## src/rtl/phy_seq_pkg.sv

```systemverilog
package phy_seq_pkg;

  typedef enum logic [2:0] {
    ST_IDLE, ST_CLR, ST_TCLR_HI, ST_TCLR_LO, ST_WAIT_LOCK, ST_WAIT_STOP, ST_DONE
  } seq_state_e;

  localparam int CTRL_W = 4;
  localparam logic [CTRL_W-1:0] CTRL_ALL_ON = '1;
  localparam int IFCFG_W = 16;
  localparam int TMR_W   = 32;

  // stop wait in 15:8, lanes-1 in 1:0
  function automatic logic [IFCFG_W-1:0] pack_if_cfg(input logic [7:0] stop_wait,
                                                      input logic [1:0] lanes_m1);
    return {stop_wait, 6'b0, lanes_m1};
  endfunction

  // wide layout: hs2lp 25:16, lp2hs 9:0
  function automatic logic [TMR_W-1:0] pack_tmr_wide(input logic [9:0] hs2lp,
                                                      input logic [9:0] lp2hs);
    return {6'b0, hs2lp, 6'b0, lp2hs};
  endfunction

  // narrow layout: hs2lp[7:0] 31:24, lp2hs[7:0] 23:16
  function automatic logic [TMR_W-1:0] pack_tmr_narrow(input logic [9:0] hs2lp,
                                                        input logic [9:0] lp2hs);
    return {hs2lp[7:0], lp2hs[7:0], 16'b0};
  endfunction

endpackage

```

## src/rtl/phy_wait_timer.sv

```systemverilog
module phy_wait_timer #(
  parameter int TO_W = 16
) (
  input  logic            clk,
  input  logic            rst_n,
  input  logic            run,
  input  logic [TO_W-1:0] limit,
  output logic            expired
);
  logic [TO_W-1:0] cnt_q;

  always_ff @(posedge clk or negedge rst_n) begin
    if (!rst_n)      cnt_q <= '0;
    else if (!run)   cnt_q <= '0;
    else if (!expired) cnt_q <= cnt_q + 1'b1;
  end

  assign expired = run && (cnt_q == limit);
endmodule

```

## src/rtl/phy_cfg_hold.sv

```systemverilog
module phy_cfg_hold
  import phy_seq_pkg::*;
#(
  parameter bit NEW_TIMERS = 1'b1,
  parameter int TO_W       = 16
) (
  input  logic               clk,
  input  logic               rst_n,
  input  logic               load,
  input  logic [TO_W-1:0]    lock_limit,
  input  logic [TO_W-1:0]    stop_limit,
  input  logic [1:0]         cfg_lanes_m1,
  input  logic [7:0]         cfg_stop_wait,
  input  logic [9:0]         cfg_hs2lp,
  input  logic [9:0]         cfg_lp2hs,
  output logic [TO_W-1:0]    lock_lim_q,
  output logic [TO_W-1:0]    stop_lim_q,
  output logic [IFCFG_W-1:0] if_cfg,
  output logic [TMR_W-1:0]   tmr_cfg
);
  logic [TMR_W-1:0] tmr_next;

  generate
    if (NEW_TIMERS) begin : g_wide
      assign tmr_next = pack_tmr_wide(cfg_hs2lp, cfg_lp2hs);
    end else begin : g_narrow
      assign tmr_next = pack_tmr_narrow(cfg_hs2lp, cfg_lp2hs);
    end
  endgenerate

  always_ff @(posedge clk or negedge rst_n) begin
    if (!rst_n) begin
      lock_lim_q <= '0;
      stop_lim_q <= '0;
      if_cfg     <= '0;
      tmr_cfg    <= '0;
    end else if (load) begin
      lock_lim_q <= lock_limit;
      stop_lim_q <= stop_limit;
      if_cfg     <= pack_if_cfg(cfg_stop_wait, cfg_lanes_m1);
      tmr_cfg    <= tmr_next;
    end
  end
endmodule

```

## src/rtl/phy_seq_fsm.sv

```systemverilog
module phy_seq_fsm
  import phy_seq_pkg::*;
(
  input  logic              clk,
  input  logic              rst_n,
  input  logic              start,
  input  logic              phy_lock,
  input  logic              phy_stop_clk,
  input  logic              lock_expired,
  input  logic              stop_expired,
  output logic              accept,
  output logic              in_wait_lock,
  output logic              in_wait_stop,
  output logic [CTRL_W-1:0] phy_ctrl,
  output logic              phy_testclr,
  output logic              busy,
  output logic              done,
  output logic              err_lock,
  output logic              err_stop
);
  seq_state_e state_q, state_d;
  logic lock_to, stop_to;

  assign busy         = (state_q != ST_IDLE) && (state_q != ST_DONE);
  assign accept       = start && !busy;
  assign in_wait_lock = (state_q == ST_WAIT_LOCK);
  assign in_wait_stop = (state_q == ST_WAIT_STOP);
  assign lock_to      = in_wait_lock && !phy_lock && lock_expired;
  assign stop_to      = in_wait_stop && !phy_stop_clk && stop_expired;

  always_comb begin
    state_d = state_q;
    unique case (state_q)
      ST_IDLE, ST_DONE: if (start) state_d = ST_CLR;
      ST_CLR:           state_d = ST_TCLR_HI;
      ST_TCLR_HI:       state_d = ST_TCLR_LO;
      ST_TCLR_LO:       state_d = ST_WAIT_LOCK;
      ST_WAIT_LOCK:     if (phy_lock || lock_expired) state_d = ST_WAIT_STOP;
      ST_WAIT_STOP:     if (phy_stop_clk || stop_expired) state_d = ST_DONE;
      default:          state_d = ST_IDLE;
    endcase
  end

  always_ff @(posedge clk or negedge rst_n) begin
    if (!rst_n) begin
      state_q  <= ST_IDLE;
      err_lock <= 1'b0;
      err_stop <= 1'b0;
    end else begin
      state_q <= state_d;
      if (accept) begin
        err_lock <= 1'b0;
        err_stop <= 1'b0;
      end else begin
        if (lock_to) err_lock <= 1'b1;
        if (stop_to) err_stop <= 1'b1;
      end
    end
  end

  assign phy_ctrl    = (in_wait_lock || in_wait_stop || state_q == ST_DONE) ? CTRL_ALL_ON : '0;
  assign phy_testclr = (state_q == ST_TCLR_HI);
  assign done        = (state_q == ST_DONE);
endmodule

```

## src/rtl/phy_bringup_seq.sv

```systemverilog
module phy_bringup_seq
  import phy_seq_pkg::*;
#(
  parameter bit NEW_TIMERS = 1'b1,
  parameter int TO_W       = 16
) (
  input  logic               clk,
  input  logic               rst_n,
  input  logic               start,
  input  logic [TO_W-1:0]    lock_limit,
  input  logic [TO_W-1:0]    stop_limit,
  input  logic [1:0]         cfg_lanes_m1,
  input  logic [7:0]         cfg_stop_wait,
  input  logic [9:0]         cfg_hs2lp,
  input  logic [9:0]         cfg_lp2hs,
  input  logic               phy_lock,
  input  logic               phy_stop_clk,
  output logic [3:0]         phy_ctrl,
  output logic               phy_testclr,
  output logic               busy,
  output logic               done,
  output logic               err_lock,
  output logic               err_stop,
  output logic [15:0]        if_cfg,
  output logic [31:0]        tmr_cfg
);
  // named internal events, observed by the bound checker
  logic            ev_accept;
  logic            ev_wait_lock;
  logic            ev_wait_stop;
  logic            lock_expired, stop_expired;
  logic [TO_W-1:0] lock_lim_q, stop_lim_q;

  phy_cfg_hold #(.NEW_TIMERS(NEW_TIMERS), .TO_W(TO_W)) u_cfg (
    .clk(clk), .rst_n(rst_n), .load(ev_accept),
    .lock_limit(lock_limit), .stop_limit(stop_limit),
    .cfg_lanes_m1(cfg_lanes_m1), .cfg_stop_wait(cfg_stop_wait),
    .cfg_hs2lp(cfg_hs2lp), .cfg_lp2hs(cfg_lp2hs),
    .lock_lim_q(lock_lim_q), .stop_lim_q(stop_lim_q),
    .if_cfg(if_cfg), .tmr_cfg(tmr_cfg)
  );

  phy_wait_timer #(.TO_W(TO_W)) u_lock_tmr (
    .clk(clk), .rst_n(rst_n), .run(ev_wait_lock),
    .limit(lock_lim_q), .expired(lock_expired)
  );

  phy_wait_timer #(.TO_W(TO_W)) u_stop_tmr (
    .clk(clk), .rst_n(rst_n), .run(ev_wait_stop),
    .limit(stop_lim_q), .expired(stop_expired)
  );

  phy_seq_fsm u_fsm (
    .clk(clk), .rst_n(rst_n), .start(start),
    .phy_lock(phy_lock), .phy_stop_clk(phy_stop_clk),
    .lock_expired(lock_expired), .stop_expired(stop_expired),
    .accept(ev_accept), .in_wait_lock(ev_wait_lock), .in_wait_stop(ev_wait_stop),
    .phy_ctrl(phy_ctrl), .phy_testclr(phy_testclr),
    .busy(busy), .done(done), .err_lock(err_lock), .err_stop(err_stop)
  );
endmodule

```

## config.mk

```make
export PLATFORM = sky130hd
export DESIGN_NAME = phy_bringup_seq
export DESIGN_NICKNAME = d
export VERILOG_FILES = /design/src/rtl/phy_seq_pkg.sv /design/src/rtl/phy_wait_timer.sv /design/src/rtl/phy_cfg_hold.sv /design/src/rtl/phy_seq_fsm.sv /design/src/rtl/phy_bringup_seq.sv
export SDC_FILE = /design/constraint.sdc
export NUM_CORES = 1
export LEC_CHECK = 0
export CORE_MARGIN = 3
export CORE_UTILIZATION = 40
export DETAILED_ROUTE_END_ITERATION = 10
export GPL_TIMING_DRIVEN = 1
export PLACE_DENSITY = 0.72
export SKIP_LAST_GASP = 1
export SYNTH_ARGS = -nofsm -noshare
export SYNTH_HDL_FRONTEND = slang
export SYNTH_SLANG_ARGS = --single-unit
```

## constraint.sdc

```tcl
create_clock -name clk -period 1.7 [get_ports clk]
set_input_delay 0.34 -clock clk [delete_from_list [all_inputs] [get_ports clk]]
set_output_delay 0.34 -clock clk [all_outputs]
set_load 0.005 [all_outputs]
```

==> impl_results.html, run 1 <==
<table>
<tr><th>Metric</th><th>Value</th></tr>
<tr><th colspan="2">Route</th></tr>
<tr><td>Post-Route WL</td><td>13980 um</td></tr>
<tr><td>Detailed-route via count</td><td>3990</td></tr>
<tr><td>DRT antenna net count</td><td>0</td></tr>
<tr><td>Mean number of vias per cell</td><td>5.195</td></tr>
<tr><td>Wirelength per Cell</td><td>18.20 um</td></tr>
<tr><td>Number of iterations in the first detailed-routing pass</td><td>4</td></tr>
<tr><td>Remaining design rule violation count</td><td>0</td></tr>
<tr><td>Starting DRT DRC Count</td><td>256</td></tr>
<tr><th colspan="2">Power</th></tr>
<tr><td>Max IR drop VDD</td><td>0.7853 mV</td></tr>
<tr><td>Static Leakage</td><td>0.003198 uW</td></tr>
<tr><td>Power density over the cells</td><td>1392 nW/um^2</td></tr>
<tr><th colspan="2">Critical path</th></tr>
<tr><td>Critical path data required time</td><td>1930 ps</td></tr>
<tr><td>Critical register-to-register path endpoint</td><td>u_cfg.lock_lim_q[15]</td></tr>
<tr><td>Worst reg2reg setup slack</td><td>-160 ps</td></tr>
<tr><td>Worst-path fanout max</td><td>7</td></tr>
<tr><td>Launching element of the worst setup path</td><td>u_fsm.state_q[1]</td></tr>
<tr><td>Type of element capturing the critical path</td><td>flop</td></tr>
<tr><td>Setup crit end</td><td>u_cfg.lock_lim_q[15]</td></tr>
<tr><td>Type of the worst setup path</td><td>reg -&gt; reg</td></tr>
<tr><td>Critical path startpoint category</td><td>flop</td></tr>
<tr><td>Critical R2R Launch</td><td>u_fsm.state_q[1]</td></tr>
<tr><td>Worst path arrival time</td><td>2090 ps</td></tr>
<tr><td>Cell depth of the worst flop-to-flop path</td><td>5</td></tr>
<tr><th colspan="2">Final layout</th></tr>
<tr><td>Ratio of cells with drive above 1 in the final layout</td><td>0.3833</td></tr>
<tr><td>Count of placed standard cells in the final layout, fillers left out</td><td>~770</td></tr>
<tr><td>Final Instance Area</td><td>7535 sq um</td></tr>
<tr><td>Number of antenna repair diodes</td><td>0</td></tr>
<tr><td>Area delta synth-&gt;final</td><td>48.11%</td></tr>
<tr><td>Final nets</td><td>664</td></tr>
<tr><td>Number of fillers in the final layout</td><td>~930</td></tr>
<tr><th colspan="2">Synthesis</th></tr>
<tr><td>Portion of synthesized cell area occupied by the leading cell type</td><td>0.4870</td></tr>
<tr><td>Proportion of synthesized chip area in sequential cells</td><td>0.4870</td></tr>
<tr><td>Main area contributors after synthesis</td><td>sky130_fd_sc_hd__dfrtp_1 (49%), sky130_fd_sc_hd__mux2_4 (15%), sky130_fd_sc_hd__xnor2_1 (5.7%)</td></tr>
<tr><td>Synth top cells by count</td><td>sky130_fd_sc_hd__dfrtp_1 (99), sky130_fd_sc_hd__mux2_4 (50), sky130_fd_sc_hd__xnor2_1 (33), sky130_fd_sc_hd__a21oi_1 (25), sky130_fd_sc_hd__buf_4 (22)</td></tr>
<tr><td>Main synth FF type</td><td>sky130_fd_sc_hd__dfrtp_1</td></tr>
<tr><td>Number of flops mapped to enable cells by yosys</td><td>0</td></tr>
<tr><td>Number of library cell types mapped by synthesis</td><td>45</td></tr>
<tr><td>Most frequent cell after synthesis</td><td>sky130_fd_sc_hd__dfrtp_1</td></tr>
<tr><td>Asr flop ratio synth</td><td>1.000</td></tr>
<tr><td>Post-Synthesis Mean Instance Area</td><td>~12 sq um</td></tr>
<tr><td>Area of the mapped netlist</td><td>between 5000 and 6000 sq um</td></tr>
<tr><td>Gate Count Post-Synth</td><td>411</td></tr>
<tr><td>Yosys warnings</td><td>0</td></tr>
<tr><td>Top cell type by total area after synthesis</td><td>sky130_fd_sc_hd__dfrtp_1</td></tr>
<tr><td>Number of register bits inferred by synthesis</td><td>99</td></tr>
<tr><th colspan="2">Place</th></tr>
<tr><td>RD Place Congestion</td><td>just over 0.8</td></tr>
<tr><td>Placed wire-length estimate after detailed placement</td><td>8280 um</td></tr>
<tr><td>Cell area after placement</td><td>6518 sq um</td></tr>
<tr><td>Count of port buffers added during placement</td><td>105</td></tr>
<tr><td>Number of cells in the design after placement</td><td>714</td></tr>
<tr><th colspan="2">Clock network</th></tr>
<tr><td>Skew-Pair Late Insertion Delay</td><td>350 ps</td></tr>
<tr><td>Buffers from clock root to sink, at most</td><td>2</td></tr>
<tr><td>Clock Sinks</td><td>99</td></tr>
<tr><td>Clock transition at the registers of the reported paths</td><td>70 ps</td></tr>
<tr><td>Clock H-tree levels</td><td>3</td></tr>
<tr><td>Number of buffers added by the clock tree synthesis step</td><td>9</td></tr>
<tr><td>CTS root buffer</td><td>sky130_fd_sc_hd__clkbuf_16</td></tr>
<tr><td>CTS tree</td><td>built</td></tr>
<tr><th colspan="2">Floorplanning</th></tr>
<tr><td>Area of the die</td><td>14110 sq um</td></tr>
<tr><td>I/O pin count</td><td>~120</td></tr>
<tr><td>Area of the core region</td><td>about 12000 sq um</td></tr>
<tr><td>Starting utilization of the core area</td><td>0.4166</td></tr>
<tr><td>Die width</td><td>118.8 um</td></tr>
<tr><td>Die height</td><td>~120 um</td></tr>
<tr><td>FP Rows</td><td>40</td></tr>
<tr><th colspan="2">Timing</th></tr>
<tr><td>Unrepaired setup endpoints after global routing</td><td>yes</td></tr>
<tr><td>Max-slew violations</td><td>0</td></tr>
<tr><td>Top achievable clock speed</td><td>537.3 MHz</td></tr>
<tr><td>Post-layout minimum cycle time</td><td>1861 ps</td></tr>
<tr><td>Crit share post-route</td><td>1.095</td></tr>
<tr><td>Final-report hold violation count</td><td>0</td></tr>
<tr><td>Number of failing setup endpoints in the final timing report</td><td>98</td></tr>
<tr><td>Post-layout worst setup margin</td><td>-161.0 ps</td></tr>
<tr><td>Worst clock skew</td><td>just over 7 ps</td></tr>
<tr><th colspan="2">Hold path</th></tr>
<tr><td>Path class of the lowest-slack min-delay path</td><td>in -&gt; async</td></tr>
<tr><th colspan="2">GRT</th></tr>
<tr><td>Overflow left after global routing</td><td>0</td></tr>
<tr><td>Largest net degree at the start of global routing</td><td>34</td></tr>
<tr><td>Global router's overall resource usage</td><td>0.1697</td></tr>
<tr><td>Vias in the first global route</td><td>3804</td></tr>
<tr><td>Antenna violations before repair</td><td>0</td></tr>
<tr><td>Global-route wire length before repair</td><td>between 15000 and 20000 um</td></tr>
<tr><th colspan="2">Outcome</th></tr>
<tr><td>Failing checks</td><td>negative setup slack</td></tr>
<tr><td>Result of the run</td><td>complete, but fails checks</td></tr>
<tr><th colspan="2">Run</th></tr>
<tr><td>Count of max-cap constraint violations</td><td>0</td></tr>
</table>
==> critical path, stage by stage (launching register included) <==
cell and delay, ps:
sky130_fd_sc_hd__dfrtp_1 400, sky130_fd_sc_hd__nor2b_1 130, sky130_fd_sc_hd__or3_4 450, sky130_fd_sc_hd__nor2_8 220, sky130_fd_sc_hd__buf_8 190, sky130_fd_sc_hd__mux2_2 340
==> per-layer routing <==
layer	vias to the layer above	GRT usage	wire [um]
met5	-	0	0
met4	0	0.05214	243
met3	22	0.04163	778
met2	147	0.2831	7366
met1	2015	0.2178	5587
li1	1806	-	-
==> where the power goes <==
| part | switching [uW] | leakage [uW] | internal [uW] |
|---|---|---|---|
| clock | 884 | 0.000145 | 1170 |
| combinational | 1570 | 0.00181 | 3070 |
| sequential | 607 | 0.00124 | 3190 |
==> repair_timing <==
item | in CTS | in global routing
setup endpoints to repair | 86 | 105
buffers inserted | 7 | 21
hold endpoints to repair | 24 | 0
hold buffers | 1 | 0
gates resized for setup | 22 | 88
pin swaps | 8 | 52
cloned | 2 | 10
==> cell families (layout without fill, tap and decap cells) <==
| group | count (synthesis) | count (layout) | synth area share |
|---|---|---|---|
| buffers and inverters | 42 | 213 | 0.07181 |
| muxes | 64 | 64 | 0.1781 |
| and+or+nand+nor | 109 | 110 | 0.1301 |
| xor gates and xnor gates | 35 | 35 | 0.06026 |
| AOI/OAI and AO/OA | 59 | 59 | 0.06714 |
| DFF | 99 | 99 | 0.4870 |
| adders and majority gates | 2 | 2 | 0.004918 |
| other | 1 | 18 | 0.0007371 |
==> layout by cell type, fill, tap and decap left out, types with 3 or more instances in the layout <==
cell type | Yosys | routed
sky130_fd_sc_hd__mux2_2 | 4 | 4
sky130_fd_sc_hd__xnor2_1 | 33 | 27
sky130_fd_sc_hd__clkbuf_2 | 0 | 3
sky130_fd_sc_hd__buf_4 | 22 | 64
sky130_fd_sc_hd__dfrtp_1 | 99 | 97
sky130_fd_sc_hd__clkdlybuf4s50_1 | 0 | 97
sky130_fd_sc_hd__or3_1 | 16 | 13
sky130_fd_sc_hd__or3_4 | 1 | 5
sky130_fd_sc_hd__o21ai_1 | 5 | 3
sky130_fd_sc_hd__or4_4 | 0 | 8
sky130_fd_sc_hd__nand4_1 | 11 | 11
sky130_fd_sc_hd__nand2_1 | 18 | 15
sky130_fd_sc_hd__nand3_1 | 16 | 16
sky130_fd_sc_hd__clkinv_2 | 0 | 3
sky130_fd_sc_hd__buf_12 | 5 | 6
sky130_fd_sc_hd__nor2_1 | 16 | 15
sky130_fd_sc_hd__buf_6 | 4 | 11
sky130_fd_sc_hd__nor2b_1 | 3 | 3
sky130_fd_sc_hd__nor4_4 | 2 | 3
sky130_fd_sc_hd__o21ai_0 | 13 | 5
sky130_fd_sc_hd__mux2_4 | 50 | 57
sky130_fd_sc_hd__a21oi_1 | 25 | 16
sky130_fd_sc_hd__xnor2_2 | 0 | 6
sky130_fd_sc_hd__conb_1 | 1 | 18
sky130_fd_sc_hd__o211ai_1 | 4 | 4
sky130_fd_sc_hd__a21oi_2 | 0 | 9
sky130_fd_sc_hd__buf_8 | 1 | 5
sky130_fd_sc_hd__inv_1 | 4 | 4
sky130_fd_sc_hd__nand2_2 | 0 | 3
sky130_fd_sc_hd__o21ai_2 | 0 | 10
sky130_fd_sc_hd__clkbuf_16 | 0 | 15
==> state kept, by name, indices dropped and copies added (netlist names) <==
register	flops
u_fsm.err_lock	1
u_fsm.err_stop	1
u_cfg.tmr_cfg	20
u_cfg.lock_lim_q	16
u_fsm.state_q	3
u_cfg.if_cfg	10
u_stop_tmr.cnt_q	16
u_cfg.stop_lim_q	16
u_lock_tmr.cnt_q	16
==> area by class of cell <==
type / instances / area [sq um] / area share
Multi-Input combinational cell: 288 / 2589 / 0.3436
Sequential cell: 99 / 2480 / 0.3291
Timing Repair Buffer: 193 / 1946 / 0.2582
Clock buffer: 11 / 242.7 / 0.03222
Tap cell: 168 / 210.2 / 0.02790
Clock inverter: 5 / 52.55 / 0.006974
Inverter: 4 / 15.01 / 0.001993
==> how the worst min path moves through the flow <==
| stage | startpoint | to | slack [ps] |
|---|---|---|---|
| after floorplan | rst_n | u_cfg.if_cfg[0] | 40 |
| after global routing | rst_n | u_cfg.lock_lim_q[2] | 490 |
| final | rst_n | u_cfg.lock_lim_q[2] | 470 |
| after global placement | rst_n | u_cfg.lock_lim_q[5] | 280 |
| after detailed placement | rst_n | u_cfg.lock_lim_q[2] | 290 |
| after CTS | rst_n | u_cfg.lock_lim_q[2] | 480 |
==> metrics by stage <==
stage	hold slack, ps	setup slack, ps	util	power, uW	setup TNS [ps]
2_1_floorplan	44.41	-147.9	-	6352	-8381
3_3_place_gp	283.2	-114.5	0.5337	7734	-4689
3_5_place_dp	289.6	-151.0	0.5337	7851	-6462
4_1_cts	475.6	-214.9	0.5709	10150	-10090
5_1_grt	491.6	-219.4	0.6170	11060	-16800
6_report	465.5	-161.0	0.6170	10480	-11510
No activity file was read; power rests on OpenSTA's default activity.
==> run 2, diff against run 1 <==
Settings changed: CAP_MARGIN from default to 20.
==> results of run 2 <==
Final layout, timing and power as in run 1 (identical DEF).
==> run 3, diff against run 2 <==
Settings changed: MAX_ROUTING_LAYER from default to met4.
==> run 3 against run 2 <==
  * The flow still finishes with violations (negative setup slack)
  * Worst setup slack worse by 17 ps
  * Via count up 0.83%
  * Non-clock buffer count grew 1
  * Clock power is essentially flat
  * First-iteration DRC count is 15% higher
  * Clock-buffer cell count did not move
  * Sequential power about the same
  * Die area unchanged
  * Cell area increased by 0.42%
  * Wire length rose by 2.3%
  * Critical path type unchanged
==> impl_results.html, run 3 (synthesis results as in run 1) <==
<table>
<tr><th>Metric</th><th>Value</th></tr>
<tr><th colspan="2">Outcome</th></tr>
<tr><td>Result of the run</td><td>complete, but fails checks (unchanged)</td></tr>
<tr><td>Failing checks</td><td>negative setup slack (unchanged)</td></tr>
<tr><th colspan="2">Critical path</th></tr>
<tr><td>Delay contributed by the slowest stage of the critical path</td><td>450 ps (about the same)</td></tr>
<tr><td>CP delay by family, top</td><td>simple AND/OR/NAND/NOR gates (unchanged)</td></tr>
<tr><td>Critical path data required time</td><td>1930 ps (about the same)</td></tr>
<tr><td>Worst path arrival time</td><td>2110 ps (was 2090 ps)</td></tr>
<tr><td>Worst-path fanout max</td><td>8 (was 7)</td></tr>
<tr><td>Worst-path cell with the longest stage delay</td><td>sky130_fd_sc_hd__or3_4 (unchanged)</td></tr>
<tr><td>Type of the worst setup path</td><td>reg -&gt; reg (unchanged)</td></tr>
<tr><td>Buffer and inverter count on the worst path</td><td>1 (unchanged)</td></tr>
<tr><td>CP Cell Sequence</td><td>nor2b_1 -&gt; or3_4 -&gt; nor2_8 -&gt; buf_8 -&gt; mux2_2 (unchanged)</td></tr>
<tr><td>Type of element capturing the critical path</td><td>flop (unchanged)</td></tr>
<tr><td>Critical path startpoint category</td><td>flop (unchanged)</td></tr>
<tr><th colspan="2">Final layout</th></tr>
<tr><td>Final Instance Area</td><td>7566 sq um (was 7535 sq um)</td></tr>
<tr><td>Area delta synth-&gt;final</td><td>48.72% (was 48.11%)</td></tr>
<tr><td>Number of antenna repair diodes</td><td>0 (unchanged)</td></tr>
<tr><td>Number of fillers in the final layout</td><td>925 (was 931)</td></tr>
<tr><td>Top reg by flops</td><td>u_cfg.tmr_cfg (unchanged)</td></tr>
<tr><td>Most frequent cells in the layout</td><td>sky130_fd_sc_hd__clkdlybuf4s50_1 (97), sky130_fd_sc_hd__dfrtp_1 (95), sky130_fd_sc_hd__buf_4 (66) (was sky130_fd_sc_hd__clkdlybuf4s50_1 (97), sky130_fd_sc_hd__dfrtp_1 (97), sky130_fd_sc_hd__buf_4 (64))</td></tr>
<tr><td>Largest register FFs</td><td>20 (unchanged)</td></tr>
<tr><td>Final nets</td><td>665 (was 664)</td></tr>
<tr><td>Most common cell after layout, fill and taps aside</td><td>sky130_fd_sc_hd__clkdlybuf4s50_1</td></tr>
<tr><td>Ratio of cells with drive above 1 in the final layout</td><td>0.3960 (was 0.3833)</td></tr>
<tr><th colspan="2">Floorplanning</th></tr>
<tr><td>Starting utilization of the core area</td><td>0.4166 (unchanged)</td></tr>
<tr><td>Area of the die</td><td>14110 sq um (unchanged)</td></tr>
<tr><td>Die width</td><td>118.8 um (unchanged)</td></tr>
<tr><td>Die height</td><td>118.8 um (unchanged)</td></tr>
<tr><td>Area of the core region</td><td>12210 sq um (unchanged)</td></tr>
<tr><td>FP Rows</td><td>40 (unchanged)</td></tr>
<tr><td>I/O pin count</td><td>124 (unchanged)</td></tr>
<tr><th colspan="2">GRT</th></tr>
<tr><td>Antenna violations before repair</td><td>0 (unchanged)</td></tr>
<tr><td>Largest net degree at the start of global routing</td><td>34 (unchanged)</td></tr>
<tr><td>Global router's overall resource usage</td><td>0.1746 (was 0.1697)</td></tr>
<tr><td>Global-route wire length before repair</td><td>19260 um (was 19280 um)</td></tr>
<tr><td>Vias in the first global route</td><td>3804 (unchanged)</td></tr>
<tr><td>Overflow left after global routing</td><td>0 (unchanged)</td></tr>
<tr><th colspan="2">Route</th></tr>
<tr><td>Detailed-route via count</td><td>4023 (was 3990)</td></tr>
<tr><td>DRT antenna net count</td><td>0 (unchanged)</td></tr>
<tr><td>Wirelength per Cell</td><td>18.59 um (was 18.20 um)</td></tr>
<tr><td>Number of iterations in the first detailed-routing pass</td><td>4 (unchanged)</td></tr>
<tr><td>Remaining design rule violation count</td><td>0 (unchanged)</td></tr>
<tr><td>Post-Route WL</td><td>14290 um (was 13980 um)</td></tr>
<tr><td>Starting DRT DRC Count</td><td>295 (was 256)</td></tr>
<tr><td>Mean number of vias per cell</td><td>5.231 (was 5.195)</td></tr>
<tr><th colspan="2">Timing</th></tr>
<tr><td>Worst clock skew</td><td>10.05 ps (was 7.035 ps)</td></tr>
<tr><td>Crit share post-route</td><td>1.105 (was 1.095)</td></tr>
<tr><td>Final-report hold violation count</td><td>0 (unchanged)</td></tr>
<tr><td>Max-slew violations</td><td>0 (unchanged)</td></tr>
<tr><td>Number of failing setup endpoints in the final timing report</td><td>99 (was 98)</td></tr>
<tr><td>Post-layout worst setup margin</td><td>-177.8 ps (was -161.0 ps)</td></tr>
<tr><td>Unrepaired setup endpoints after global routing</td><td>yes (unchanged)</td></tr>
<tr><td>Post-layout minimum cycle time</td><td>1878 ps (was 1861 ps)</td></tr>
<tr><td>Top achievable clock speed</td><td>532.5 MHz (was 537.3 MHz)</td></tr>
<tr><th colspan="2">Place</th></tr>
<tr><td>RD Place Congestion</td><td>0.8278 (was 0.8156)</td></tr>
<tr><td>Count of port buffers added during placement</td><td>105 (unchanged)</td></tr>
<tr><td>Cell area after placement</td><td>6518 sq um (unchanged)</td></tr>
<tr><td>Placed wire-length estimate after detailed placement</td><td>8280 um (unchanged)</td></tr>
<tr><td>Worst slack at placement</td><td>-151.0 ps (unchanged)</td></tr>
<tr><th colspan="2">Clock network</th></tr>
<tr><td>Clock Sinks</td><td>99 (unchanged)</td></tr>
<tr><td>Number of buffers added by the clock tree synthesis step</td><td>9 (unchanged)</td></tr>
<tr><td>CTS tree</td><td>built (unchanged)</td></tr>
<tr><td>Buffers from clock root to sink, at most</td><td>2 (unchanged)</td></tr>
<tr><td>Skew-Pair Late Insertion Delay</td><td>360 ps (was 350 ps)</td></tr>
<tr><td>Clock H-tree levels</td><td>3 (unchanged)</td></tr>
<tr><td>CTS root buffer</td><td>sky130_fd_sc_hd__clkbuf_16 (unchanged)</td></tr>
<tr><td>Clock transition at the registers of the reported paths</td><td>70 ps (about the same)</td></tr>
<tr><th colspan="2">Run</th></tr>
<tr><td>Count of max-cap constraint violations</td><td>0 (unchanged)</td></tr>
<tr><th colspan="2">Power</th></tr>
<tr><td>Static Leakage</td><td>0.003208 uW (was 0.003198 uW)</td></tr>
<tr><td>Power density over the cells</td><td>1383 nW/um^2 (was 1392 nW/um^2)</td></tr>
<tr><td>Max IR drop VDD</td><td>0.7710 mV (was 0.7853 mV)</td></tr>
<tr><th colspan="2">Hold path</th></tr>
<tr><td>Path class of the lowest-slack min-delay path</td><td>in -&gt; async (unchanged)</td></tr>
</table>
[run 3: cell count changes in the layout (fill, tap and decap cells not counted), sizes merged]
cell and change:
buf +1
[run 3: timing repair]
item                                   in CTS  in global routing
setup endpoints to repair                  86                105
hold buffers                                1                  0
endpoints found under the hold margin      24                  0
resized for setup                          22                 96
cloned                                      2                 10
pin swaps                                   8                 55
setup buffers                               7                 22
[run 3: where the power goes]
part / leakage [uW] / internal [uW] / switching [uW] / total, uW
Combinational: 0.00183 / 3070 / 1560 / 4630
Clock: 0.000145 / 1170 / 873 / 2050
Sequential: 0.00124 / 3190 / 596 / 3780
[run 3: through the flow]
stage | std cells | utilization | hold slack [ps] | setup TNS, ps | power [uW]
2_1_floorplan | 428 | - | 44.41 | -8381 | 6352
3_3_place_gp | 714 | 0.5337 | 283.2 | -4689 | 7734
3_5_place_dp | 714 | 0.5337 | 289.6 | -6462 | 7851
4_1_cts | 740 | 0.5709 | 475.6 | -10090 | 10150
5_1_grt | 769 | 0.6196 | 491.1 | -17140 | 11030
6_report | 769 | 0.6196 | 462.5 | -11890 | 10460
[run 3: routing by layer]
metal	share of wire	wire length [um]	up-vias	global-route usage
li1	-	-	1808	-
met4	0.021	304	0	0.05214
met1	0.40	5750	2043	0.2193
met5	0	0	-	-
met3	0.049	702	28	0.04067
met2	0.53	7535	144	0.2824
[run 3: final cells by class]
| class | instances | area, sq um | share of cell area |
|---|---|---|---|
| repair buffers | 194 | 1949 | 0.2576 |
| clock inverters | 5 | 52.55 | 0.006946 |
| clock buffers | 11 | 242.7 | 0.03208 |
| inverters | 4 | 15.01 | 0.001984 |
| well taps | 168 | 210.2 | 0.02778 |
| flip-flops and latches | 99 | 2482 | 0.3281 |
| multi-input cells | 288 | 2614 | 0.3455 |
[run 3: final timing paths]
kind | start | to | slack [ps] | cells past startpoint
max in group asynchronous | rst_n | u_cfg.tmr_cfg[7] | 660 | 3
hold / removal | rst_n | u_cfg.lock_lim_q[2] | 460 | 2
hold reg to reg | u_cfg.tmr_cfg[2] | u_cfg.tmr_cfg[2] | 510 | 1
setup / recovery | u_fsm.state_q[1] | u_cfg.stop_lim_q[15] | -180 | 5
setup reg to reg | u_fsm.state_q[1] | u_cfg.stop_lim_q[15] | -180 | 5
min in group clk | u_cfg.tmr_cfg[2] | u_cfg.tmr_cfg[2] | 510 | 1
